--- config.mk ---
export PLATFORM = sky130hd
export DESIGN_NAME = pit_core
export DESIGN_NICKNAME = d
export VERILOG_FILES = /design/src/rtl/pit_pkg.sv /design/src/rtl/pit_edge_sync.sv /design/src/rtl/pit_counter.sv /design/src/rtl/pit_core.sv
export SDC_FILE = /design/constraint.sdc
export NUM_CORES = 1
export LEC_CHECK = 0
export ABC_CLOCK_PERIOD_IN_PS = 3550
export BUFFER_PORTS_ARGS = -buffer_cell sky130_fd_sc_hd__buf_2
export CAP_MARGIN = 20
export CORE_MARGIN = 5
export CORE_UTILIZATION = 55
export CTS_CLUSTER_SIZE = 28
export DETAILED_ROUTE_END_ITERATION = 10
export PLACE_DENSITY = 0.79
export SETUP_SLACK_MARGIN = 0.02
export SLEW_MARGIN = 10
export SYNTH_ARGS = -nofsm -noshare
export SYNTH_HDL_FRONTEND = slang
export SYNTH_SLANG_ARGS = --single-unit
--- constraint.sdc ---
create_clock -name clk -period 3.55 [get_ports clk]
set_input_delay 0.71 -clock clk [delete_from_list [all_inputs] [get_ports clk]]
set_output_delay 0.71 -clock clk [all_outputs]
set_load 0.03 [all_outputs]
--- src/rtl/pit_pkg.sv ---
package pit_pkg;

    localparam int PIT_CNT_W  = 16;
    localparam int PIT_BYTE_W = 8;
    localparam int PIT_NUM_CH = 3;
    localparam int PIT_ADDR_W = 2;

    typedef enum logic [1:0] {
        ACC_LATCH = 2'b00,
        ACC_LO    = 2'b01,
        ACC_HI    = 2'b10,
        ACC_LOHI  = 2'b11
    } acc_e;

    typedef struct packed {
        acc_e acc;
        logic bcd;
    } chan_cfg_t;

    function automatic logic [PIT_CNT_W-1:0] bcd_dec(input logic [PIT_CNT_W-1:0] v);
        logic [PIT_CNT_W-1:0] r;
        logic                 borrow;
        r      = v;
        borrow = 1'b1;
        for (int d = 0; d < PIT_CNT_W / 4; d++) begin
            if (borrow) begin
                if (r[d*4 +: 4] == 4'd0) begin
                    r[d*4 +: 4] = 4'd9;
                end else begin
                    r[d*4 +: 4] = r[d*4 +: 4] - 4'd1;
                    borrow      = 1'b0;
                end
            end
        end
        return r;
    endfunction

endpackage

--- src/rtl/pit_edge_sync.sv ---
module pit_edge_sync #(
    parameter int STAGES = 2
) (
    input  logic clk,
    input  logic rst,
    input  logic din,
    output logic rise
);
    logic [STAGES:0] sh_q;

    always_ff @(posedge clk) begin
        if (rst) sh_q <= '0;
        else     sh_q <= {sh_q[STAGES-1:0], din};
    end

    assign rise = sh_q[STAGES-1] & ~sh_q[STAGES];

    // a detected edge lasts a single system cycle
    assert_single_tick_R10: assert property (@(posedge clk) disable iff (rst)
        rise |=> !rise);

endmodule

--- src/rtl/pit_counter.sv ---
module pit_counter
    import pit_pkg::*;
#(
    parameter int CNT_W  = PIT_CNT_W,
    parameter int BYTE_W = PIT_BYTE_W
) (
    input  logic              clk,
    input  logic              rst,
    input  logic              cw_we,
    input  chan_cfg_t         cw_cfg,
    input  logic              wr_en,
    input  logic [BYTE_W-1:0] wr_data,
    input  logic              rd_en,
    output logic [BYTE_W-1:0] rd_data,
    input  logic              cclk,
    input  logic              gate,
    output logic              cnt_out
);
    localparam int PAD_W = CNT_W - BYTE_W;

    chan_cfg_t         cfg_q;
    logic [CNT_W-1:0]  init_q, cnt_q, hold_q, dec_val, load_val, src;
    logic [BYTE_W-1:0] lsb_buf_q;
    logic              running_q, wr_tog_q, rd_tog_q, latched_q;
    logic              tick, load_now, at_one;

    pit_edge_sync #(.STAGES(2)) sync_i (
        .clk (clk),
        .rst (rst),
        .din (cclk),
        .rise(tick)
    );

    assign at_one  = (cnt_q == CNT_W'(1));
    assign dec_val = cfg_q.bcd ? bcd_dec(cnt_q) : cnt_q - CNT_W'(1);

    always_comb begin
        load_now = 1'b0;
        load_val = init_q;
        if (wr_en) begin
            case (cfg_q.acc)
                ACC_LO: begin
                    load_now = 1'b1;
                    load_val = {{PAD_W{1'b0}}, wr_data};
                end
                ACC_HI: begin
                    load_now = 1'b1;
                    load_val = {wr_data, {PAD_W{1'b0}}};
                end
                ACC_LOHI: begin
                    if (wr_tog_q) begin
                        load_now = 1'b1;
                        load_val = {wr_data, lsb_buf_q};
                    end
                end
                default: ;
            endcase
        end
    end

    always_ff @(posedge clk) begin
        if (rst) begin
            cfg_q     <= '{acc: ACC_LOHI, bcd: 1'b0};
            init_q    <= '0;
            cnt_q     <= '0;
            hold_q    <= '0;
            lsb_buf_q <= '0;
            running_q <= 1'b0;
            wr_tog_q  <= 1'b0;
            rd_tog_q  <= 1'b0;
            latched_q <= 1'b0;
        end else begin
            if (load_now) begin
                init_q    <= load_val;
                cnt_q     <= load_val;
                running_q <= 1'b1;
            end else if (tick && gate && running_q) begin
                cnt_q <= at_one ? init_q : dec_val;
            end

            if (wr_en && cfg_q.acc == ACC_LOHI) begin
                wr_tog_q <= ~wr_tog_q;
                if (!wr_tog_q) lsb_buf_q <= wr_data;
            end

            if (rd_en) begin
                if (cfg_q.acc == ACC_LOHI) begin
                    rd_tog_q <= ~rd_tog_q;
                    if (rd_tog_q) latched_q <= 1'b0;
                end else begin
                    latched_q <= 1'b0;
                end
            end

            if (cw_we) begin
                if (cw_cfg.acc == ACC_LATCH) begin
                    if (!latched_q) begin
                        hold_q    <= cnt_q;
                        latched_q <= 1'b1;
                        rd_tog_q  <= 1'b0;
                    end
                end else begin
                    cfg_q     <= cw_cfg;
                    running_q <= 1'b0;
                    wr_tog_q  <= 1'b0;
                    rd_tog_q  <= 1'b0;
                    latched_q <= 1'b0;
                end
            end
        end
    end

    assign src     = latched_q ? hold_q : cnt_q;
    assign rd_data = (cfg_q.acc == ACC_HI || (cfg_q.acc == ACC_LOHI && rd_tog_q))
                     ? src[CNT_W-1 -: BYTE_W] : src[BYTE_W-1:0];
    assign cnt_out = ~(running_q && at_one);

    // a low gate freezes the count unless a new count is loaded
    assert_gate_hold_R6: assert property (@(posedge clk) disable iff (rst)
        (!gate && !wr_en) |=> $stable(cnt_q));

    // a read alone never moves the count
    assert_read_nodisturb_R8: assert property (@(posedge clk) disable iff (rst)
        (rd_en && !tick && !wr_en) |=> $stable(cnt_q));

    // the edge counted at one brings back the initial count
    assert_reload_R7: assert property (@(posedge clk) disable iff (rst)
        (tick && gate && running_q && !wr_en && at_one) |=> (cnt_q == $past(init_q)));

    // a held value survives until read out or a new mode is written
    assert_latch_hold_R9: assert property (@(posedge clk) disable iff (rst)
        (latched_q && !rd_en && !cw_we) |=> (latched_q && $stable(hold_q)));

endmodule

--- src/rtl/pit_core.sv ---
module pit_core
    import pit_pkg::*;
#(
    parameter int NUM_CH = PIT_NUM_CH,
    parameter int CNT_W  = PIT_CNT_W,
    parameter int BYTE_W = PIT_BYTE_W,
    parameter int ADDR_W = PIT_ADDR_W
) (
    input  logic              clk,
    input  logic              rst,
    input  logic              cs_n,
    input  logic              rd_n,
    input  logic              wr_n,
    input  logic [ADDR_W-1:0] addr,
    input  logic [BYTE_W-1:0] din,
    output logic [BYTE_W-1:0] dout,
    input  logic [NUM_CH-1:0] cnt_clk,
    input  logic [NUM_CH-1:0] cnt_gate,
    output logic [NUM_CH-1:0] cnt_out
);
    localparam logic [ADDR_W-1:0] CW_ADDR = {ADDR_W{1'b1}};

    logic              wr_act, rd_act, cw_hit;
    logic [NUM_CH-1:0] cw_we, ctr_we, ctr_re;
    logic [BYTE_W-1:0] rd_bus [NUM_CH];
    chan_cfg_t         cw_cfg;
    logic              unused_mode_bits;

    assign wr_act = !cs_n && !wr_n && rd_n;
    assign rd_act = !cs_n && !rd_n && wr_n;
    assign cw_hit = wr_act && (addr == CW_ADDR);
    assign cw_cfg = '{acc: acc_e'(din[5:4]), bcd: din[0]};
    assign unused_mode_bits = ^din[3:1];

    always_comb begin
        for (int i = 0; i < NUM_CH; i++) begin
            cw_we[i]  = cw_hit && (din[BYTE_W-1 -: ADDR_W] == ADDR_W'(i));
            ctr_we[i] = wr_act && (addr == ADDR_W'(i));
            ctr_re[i] = rd_act && (addr == ADDR_W'(i));
        end
    end

    generate
        for (genvar g = 0; g < NUM_CH; g++) begin : g_ch
            pit_counter #(.CNT_W(CNT_W), .BYTE_W(BYTE_W)) ctr_i (
                .clk    (clk),
                .rst    (rst),
                .cw_we  (cw_we[g]),
                .cw_cfg (cw_cfg),
                .wr_en  (ctr_we[g]),
                .wr_data(din),
                .rd_en  (ctr_re[g]),
                .rd_data(rd_bus[g]),
                .cclk   (cnt_clk[g]),
                .gate   (cnt_gate[g]),
                .cnt_out(cnt_out[g])
            );
        end
    endgenerate

    always_comb begin
        dout = '0;
        for (int i = 0; i < NUM_CH; i++) begin
            if (ctr_re[i]) dout = rd_bus[i];
        end
    end

    // one bus cycle reaches at most one target
    assert_one_target_R1: assert property (@(posedge clk) disable iff (rst)
        $onehot0({cw_we, ctr_we, ctr_re}));

endmodule

# Yosys cells after proc, flatten, opt, wreduce, memory -nomap -nowiden
# Index checks and enable logic that the tools add are counted.
# W data, S select, Z words.
[op_classes]
n_mux = 126
add_sub_neg = 15
bitwise_logic = 16
eq_ne = 26
n_reduce_logical = 74
[ops]
columns = ["cell", "n"]
rows = [
  ["$mux W16", 21],
  ["$pmux W16 S3", 3],
  ["$mux W4", 21],
  ["$mux W1", 72],
  ["$eq A16 B1 Y1 const B", 3],
  ["$logic_not A4 Y1", 12],
  ["$mux W8", 6],
  ["$sub A16 B1 Y16 const B", 3],
  ["$sub A4 B1 Y4 const B", 12],
  ["$ne A4 B4 Y1 const B", 9],
  ["$reduce_and A2 Y1", 18],
  ["$logic_and A1 B1 Y1", 29],
  ["$eq A2 B2 Y1 const B", 9],
  ["$not A1 Y1", 13],
  ["$eq A2 B1 Y1 const B", 5],
  ["$logic_not A2 Y1", 3],
  ["$pmux W1 S2", 3],
  ["$reduce_bool A2 Y1", 3],
  ["$reduce_or A2 Y1", 3],
  ["$and A1 B1 Y1", 3],
  ["$logic_not A1 Y1", 3],
  ["$logic_or A1 B1 Y1", 3],
]
[word_totals]
regBits = 198
wordCells = 299
inputBits = 21
output_inout_bits = 11

# Logic depth before layout (Yosys ltp)
[logic_depth]
depth_word = 9
ltp_mapped = 9
ltp_nobuf = 7

# Modules after synthesis
# From an unflattened synthesis, not the netlist that was laid out.
[hier_totals]
hier_cells = 1395
area_unflattened_um2 = 12071.6
[by_module_without_submodules]
columns = ["module", "area_per_inst_um2", "cells_each", "n_inst", "seq_area_each_um2"]
rows = [
  ["pit_counter (g_ch[0].ctr_i ...)", 3781.1, 441, 2, 1261.2],
  ["pit_counter (g_ch[2].ctr_i)", 3788.6, 438, 1, 1261.2],
  ["pit_core", 457.9, 54, 1, 0.0],
  ["pit_edge_sync", 87.6, 7, 3, 60.1],
]

# Worst setup path before layout
# OpenSTA, ideal clock, no wires.
[synth_timing]
path_kind = "register to output"
from = "register g_ch[2].ctr_i.cfg_q[1] (netlist bit)"
to = "output dout[6]"
required_ns = 2.840
t_arrival_ns = 2.228
n_path_buf = 0
path_stages_with_launch = 7
slack_ns = 0.612
cell_sequence = "dfxtp_1 -> ha_1 -> ha_1 -> nor2_1 -> mux4_2 -> a22oi_1 -> nand2_1"
[synth_via]
elab_chain_len = 5
elab_cells_between_ends = 6
classes_between = "2 x eq/ne; 2 x mux; 2 x reduce/logical"
[synth_rtl]
columns = ["item", "line_no", "source"]
rows = [
  ["start, declared", "pit_counter.sv:21", "chan_cfg_t cfg_q;"],
  ["start signal, assigned", "pit_counter.sv:63", "cfg_q <= '{acc: ACC_LOHI, bcd: 1'b0};"],
  ["start signal, assigned", "pit_counter.sv:103", "cfg_q <= cw_cfg;"],
  ["$eq A2 B2 Y1", "pit_counter.sv:114", "assign rd_data = (cfg_q.acc == ACC_HI || (cfg_q.acc == ACC_LOHI && rd_tog_q))"],
  ["$logic_and A1 B1 Y1", "pit_counter.sv:114", ""],
  ["$logic_or A1 B1 Y1 (*)", "pit_counter.sv:114", ""],
  ["$mux W8 (*)", "pit_counter.sv:115", "? src[CNT_W-1 -: BYTE_W] : src[BYTE_W-1:0];"],
  ["$mux W8 (*)", "pit_core.sv:64", "if (ctr_re[i]) dout = rd_bus[i];"],
  ["end, declared", "pit_core.sv:16", "output logic [BYTE_W-1:0] dout,"],
]
# Every way passes the cells marked *; elsewhere a longest branch is shown, timed or not.

# Final worst setup path
[layout_timing]
from = "register g_ch[1].ctr_i.cfg_q[1] (netlist bit)"
to = "output dout[2]"
[layout_via]
elab_chain_len = 6
elab_cells_between_ends = 7
classes_between = "2 x eq/ne; 3 x mux; 2 x reduce/logical"
[layout_rtl]
columns = ["item", "line_no"]
rows = [
  ["start, declared", "pit_counter.sv:21"],
  ["start signal, assigned", "pit_counter.sv:63"],
  ["start signal, assigned", "pit_counter.sv:103"],
  ["$eq A2 B2 Y1", "pit_counter.sv:114"],
  ["$logic_and A1 B1 Y1", "pit_counter.sv:114"],
  ["$logic_or A1 B1 Y1 (*)", "pit_counter.sv:114"],
  ["$mux W8 (*)", "pit_counter.sv:115"],
  ["$mux W8 (*) (2 in series)", "pit_core.sv:64"],
]
# Marked as above.

==> flow_metrics.env <==
export IMPL_clk_path_buf_depth=2
export IMPL_worst_path_max_delay_cell="mux4_2"
export IMPL_hpwl_microns=23300
export IMPL_synth_warnings=0
export IMPL_cts_root_buf="clkbuf_16"
export IMPL_critPathTopFamily="adder cells"
export IMPL_crit_required_ns=2.84
export IMPL_critPathLaunch="g_ch[1].ctr_i.cfg_q[1]"
export IMPL_slew_headroom=0.398
export IMPL_max_freq_mhz=306
export IMPL_hp_class="reg -> reg"
export IMPL_cts_num_sinks=198
export IMPL_grt_pass1_wl_microns=54300
export IMPL_synth_seq_cells=198
export IMPL_start_util=0.562
export IMPL_worstPathCellList="ha_1 > ha_1 > nor2_1 > buf_4 > mux4_2 > nand2_1 > nand2_1 > buf_2"
export IMPL_finalNetCount=1402
export IMPL_clkTransAtPathRegs_ns=0.08
export IMPL_status="complete, no violations"
export IMPL_drive_gt1_frac=0.151
export IMPL_gp_congestion=0.944
export IMPL_cts_tree="yes"
export IMPL_final_period_utilization=0.922
export IMPL_grt_ovfl_total=0
export IMPL_finClkSkew_ns=0.0102
export IMPL_r2r_cells=7
export IMPL_yosys_cell_types_count=80
export IMPL_cts_buffers=17
export IMPL_power_density_mw_per_mm2=346
export IMPL_clkLatencyLatePin_ns=0.45
export IMPL_holdBufCountCts=0
export IMPL_n_antenna_cell=0
export IMPL_end_kind="primary output"
export IMPL_rows=52
export IMPL_startpoint_type="flip-flop"
export IMPL_grt_max_degree=52
export IMPL_setup_tns_final_ns=0
export IMPL_post_cts_repair_setup_buffers=0
export IMPL_grt_antenna_before_repair=0
export IMPL_synth_cells=1373
export IMPL_critPathMaxStageDelay_ns=0.51
export IMPL_setup_viol=0
export IMPL_timing_rr_end="g_ch[2].ctr_i.cnt_q[4]"
export IMPL_port_buffers=31
export IMPL_synthArstFlopShare=0
export IMPL_num_fill_cells=1773
export IMPL_yosysSeqAreaShare=0.345
export IMPL_wire_per_inst_microns=20.7
export IMPL_final_hold_viol_count=0
export IMPL_rsz0062_at_grt="no"
export IMPL_vias=10832
export IMPL_grt_use_total=0.279
export IMPL_reg2reg_slack_ns=0.72
export IMPL_synth_cell_area_sq_mm=0.0115
export IMPL_setup_ws_ns=0.277
export IMPL_die_w_microns=155
export IMPL_arrival_ns=2.56
export IMPL_critPathCapture="dout[2]"
export IMPL_dr_pass1_iters=5
export IMPL_dp_slack_ns=0.448
export IMPL_core_area_sq_mm=0.0204
export IMPL_cts_resized=0
export IMPL_leakage_nw=4.80
export IMPL_grt_pass1_vias=10213
export IMPL_min_period_ns=3.27
export IMPL_htreeDepth=4
export IMPL_via_per_inst=6.62
export IMPL_regArea_sq_mm=0.00396
export IMPL_reg2reg_from="g_ch[2].ctr_i.cnt_q[1]"
export IMPL_synthFlopType="dfxtp_1"
export IMPL_syn_nets=1421
export IMPL_drc=0
export IMPL_crit_buf_inv=2
export IMPL_final_antenna_net_count=0
export IMPL_criticalPathCategory="reg -> out"
export IMPL_max_cap_viol_count=0
export IMPL_multiInputGateArea_sq_mm=0.00687
export IMPL_io_pins=32
export IMPL_path_depth=8
export IMPL_wl_microns=33800
export IMPL_worst_slew_pin_slew_ns=0.902
export IMPL_worst_path_max_fanout=11
export IMPL_vdd_drop_max_mv=0.338
export IMPL_die_h_microns=155
export IMPL_synthToLayoutAreaGrowth_pct=8.92
export IMPL_syn_avg_cell_area_sq_um=8.37
export IMPL_synth_edf_count=0
export IMPL_die_area_sq_mm=0.0239
export IMPL_finalMaxSlewViolations=0
export IMPL_initialDrtViolationCount=1217
state kept, by name, indices dropped and copies added, names as in the netlist, 9 cells and up:
name and flops:
g_ch.ctr_i.hold_q 48, g_ch.ctr_i.cfg_q 9, g_ch.ctr_i.sync_i.sh_q 9, g_ch.ctr_i.lsb_buf_q 24
g_ch.ctr_i.cnt_q 48, g_ch.ctr_i.init_q 48
placed cells by master, fill, tap and decap left out, types with 6 or more instances in the layout:
| cell | n |
|---|---|
| a211o_1 | 6 |
| a211oi_1 | 17 |
| a21boi_0 | 6 |
| a21o_1 | 10 |
| a21oi_1 | 82 |
| a221o_1 | 6 |
| a221oi_1 | 12 |
| a22o_1 | 6 |
| a22oi_1 | 30 |
| a311oi_1 | 19 |
| a31o_2 | 8 |
| a31oi_1 | 20 |
| a32o_1 | 7 |
| a32oi_1 | 8 |
| and3_1 | 7 |
| buf_2 | 30 |
| buf_4 | 70 |
| clkbuf_16 | 17 |
| dfxtp_1 | 198 |
| ha_1 | 27 |
| inv_1 | 26 |
| mux2_2 | 19 |
| mux2i_1 | 66 |
| mux4_2 | 24 |
| nand2_1 | 144 |
| nand2b_1 | 7 |
| nand3_1 | 77 |
| nand4b_1 | 9 |
| nor2_1 | 131 |
| nor2b_1 | 15 |
| nor3_1 | 46 |
| nor3b_1 | 9 |
| nor4_1 | 6 |
| nor4_2 | 6 |
| o211ai_1 | 16 |
| o21a_1 | 15 |
| o21ai_0 | 39 |
| o31ai_1 | 6 |
cells by family after synthesis:
group,count (synthesis),synth area share
AND/OR/NAND/NOR,502,0.213
XOR/XNOR,8,0.00610
AO/OA/AOI/OAI,363,0.224
adder cells (fa/ha/maj),27,0.0294
multiplexers,109,0.123
flip-flops,198,0.345
buffers and inverters,166,0.0588
cell type report:
class                   instances  area share
multi-input cells            1009       0.549
flip-flops and latches        198       0.317
repair buffers                101      0.0549
clock buffers                  19      0.0354
well taps                     270      0.0270
clock inverters                13     0.00920
inverters                      27     0.00810
cell usage after synthesis (all sizes together), types with 7 or more instances:
library cell | number | area share
a32oi | 8 | 0.0061
a31o | 8 | 0.0061
and3 | 7 | 0.0038
a21o | 10 | 0.0065
nand2b | 7 | 0.0038
buf | 33 | 0.015
dfxtp | 198 | 0.34
a21boi | 7 | 0.0046
a221oi | 12 | 0.0091
clkbuf | 106 | 0.035
nor2 | 131 | 0.043
nor4 | 13 | 0.011
a32o | 7 | 0.0061
mux4 | 24 | 0.047
nand3 | 77 | 0.034
o211ai | 16 | 0.010
nor3b | 11 | 0.0081
a211oi | 17 | 0.011
mux2i | 66 | 0.057
a31oi | 20 | 0.011
ha | 27 | 0.029
a21oi | 82 | 0.036
nor3 | 49 | 0.022
o21ai | 40 | 0.017
mux2 | 19 | 0.019
nand2 | 144 | 0.047
nand4b | 9 | 0.0069
a22oi | 30 | 0.020
inv | 26 | 0.0085
a311oi | 19 | 0.014
nor2b | 15 | 0.0082
o21a | 15 | 0.0098
metrics by stage:
stage	util	area, sq um	hold slack (ns)	instances	power, W
floorplan	-	11500	0.414	1373	0.00242
global placement	0.585	12000	0.417	1605	0.00250
detailed placement	0.585	12000	0.420	1605	0.00250
CTS	0.613	12500	0.439	1637	0.00433
global route	0.613	12500	0.465	1637	0.00446
finish	0.613	12500	0.439	1637	0.00433
worst min path at each step:
stage	start	endpoint	slack [ns]	cells past startpoint
floorplan	g_ch[0].ctr_i.sync_i.sh_q[0]	g_ch[0].ctr_i.sync_i.sh_q[1]	0.41	1
global placement	g_ch[2].ctr_i.sync_i.sh_q[0]	g_ch[2].ctr_i.sync_i.sh_q[1]	0.42	1
detailed placement	g_ch[2].ctr_i.sync_i.sh_q[0]	g_ch[2].ctr_i.sync_i.sh_q[1]	0.42	1
CTS	g_ch[2].ctr_i.sync_i.sh_q[0]	g_ch[2].ctr_i.sync_i.sh_q[1]	0.44	1
global route	g_ch[1].ctr_i.sync_i.sh_q[0]	g_ch[1].ctr_i.sync_i.sh_q[1]	0.47	1
finish	g_ch[2].ctr_i.sync_i.sh_q[0]	g_ch[2].ctr_i.sync_i.sh_q[1]	0.44	1
power breakdown:
group,total [W],internal (W),leakage [nW],switching (W)
clock network,0.00187,0.000939,0.279,0.000933
registers,0.00224,0.00223,1.60,0.0000108
logic,0.000214,0.0000641,2.92,0.000150
per-layer routing:
layer  GRT usage  vias to the layer above  part of all wire
li1            -                     5046                 -
met1       0.362                     5134              0.40
met2       0.440                      549              0.47
met3      0.0662                      103             0.091
met4       0.129                        0             0.042
met5           0                        -                 0
Note: power is estimated with default switching activity, not from simulation.
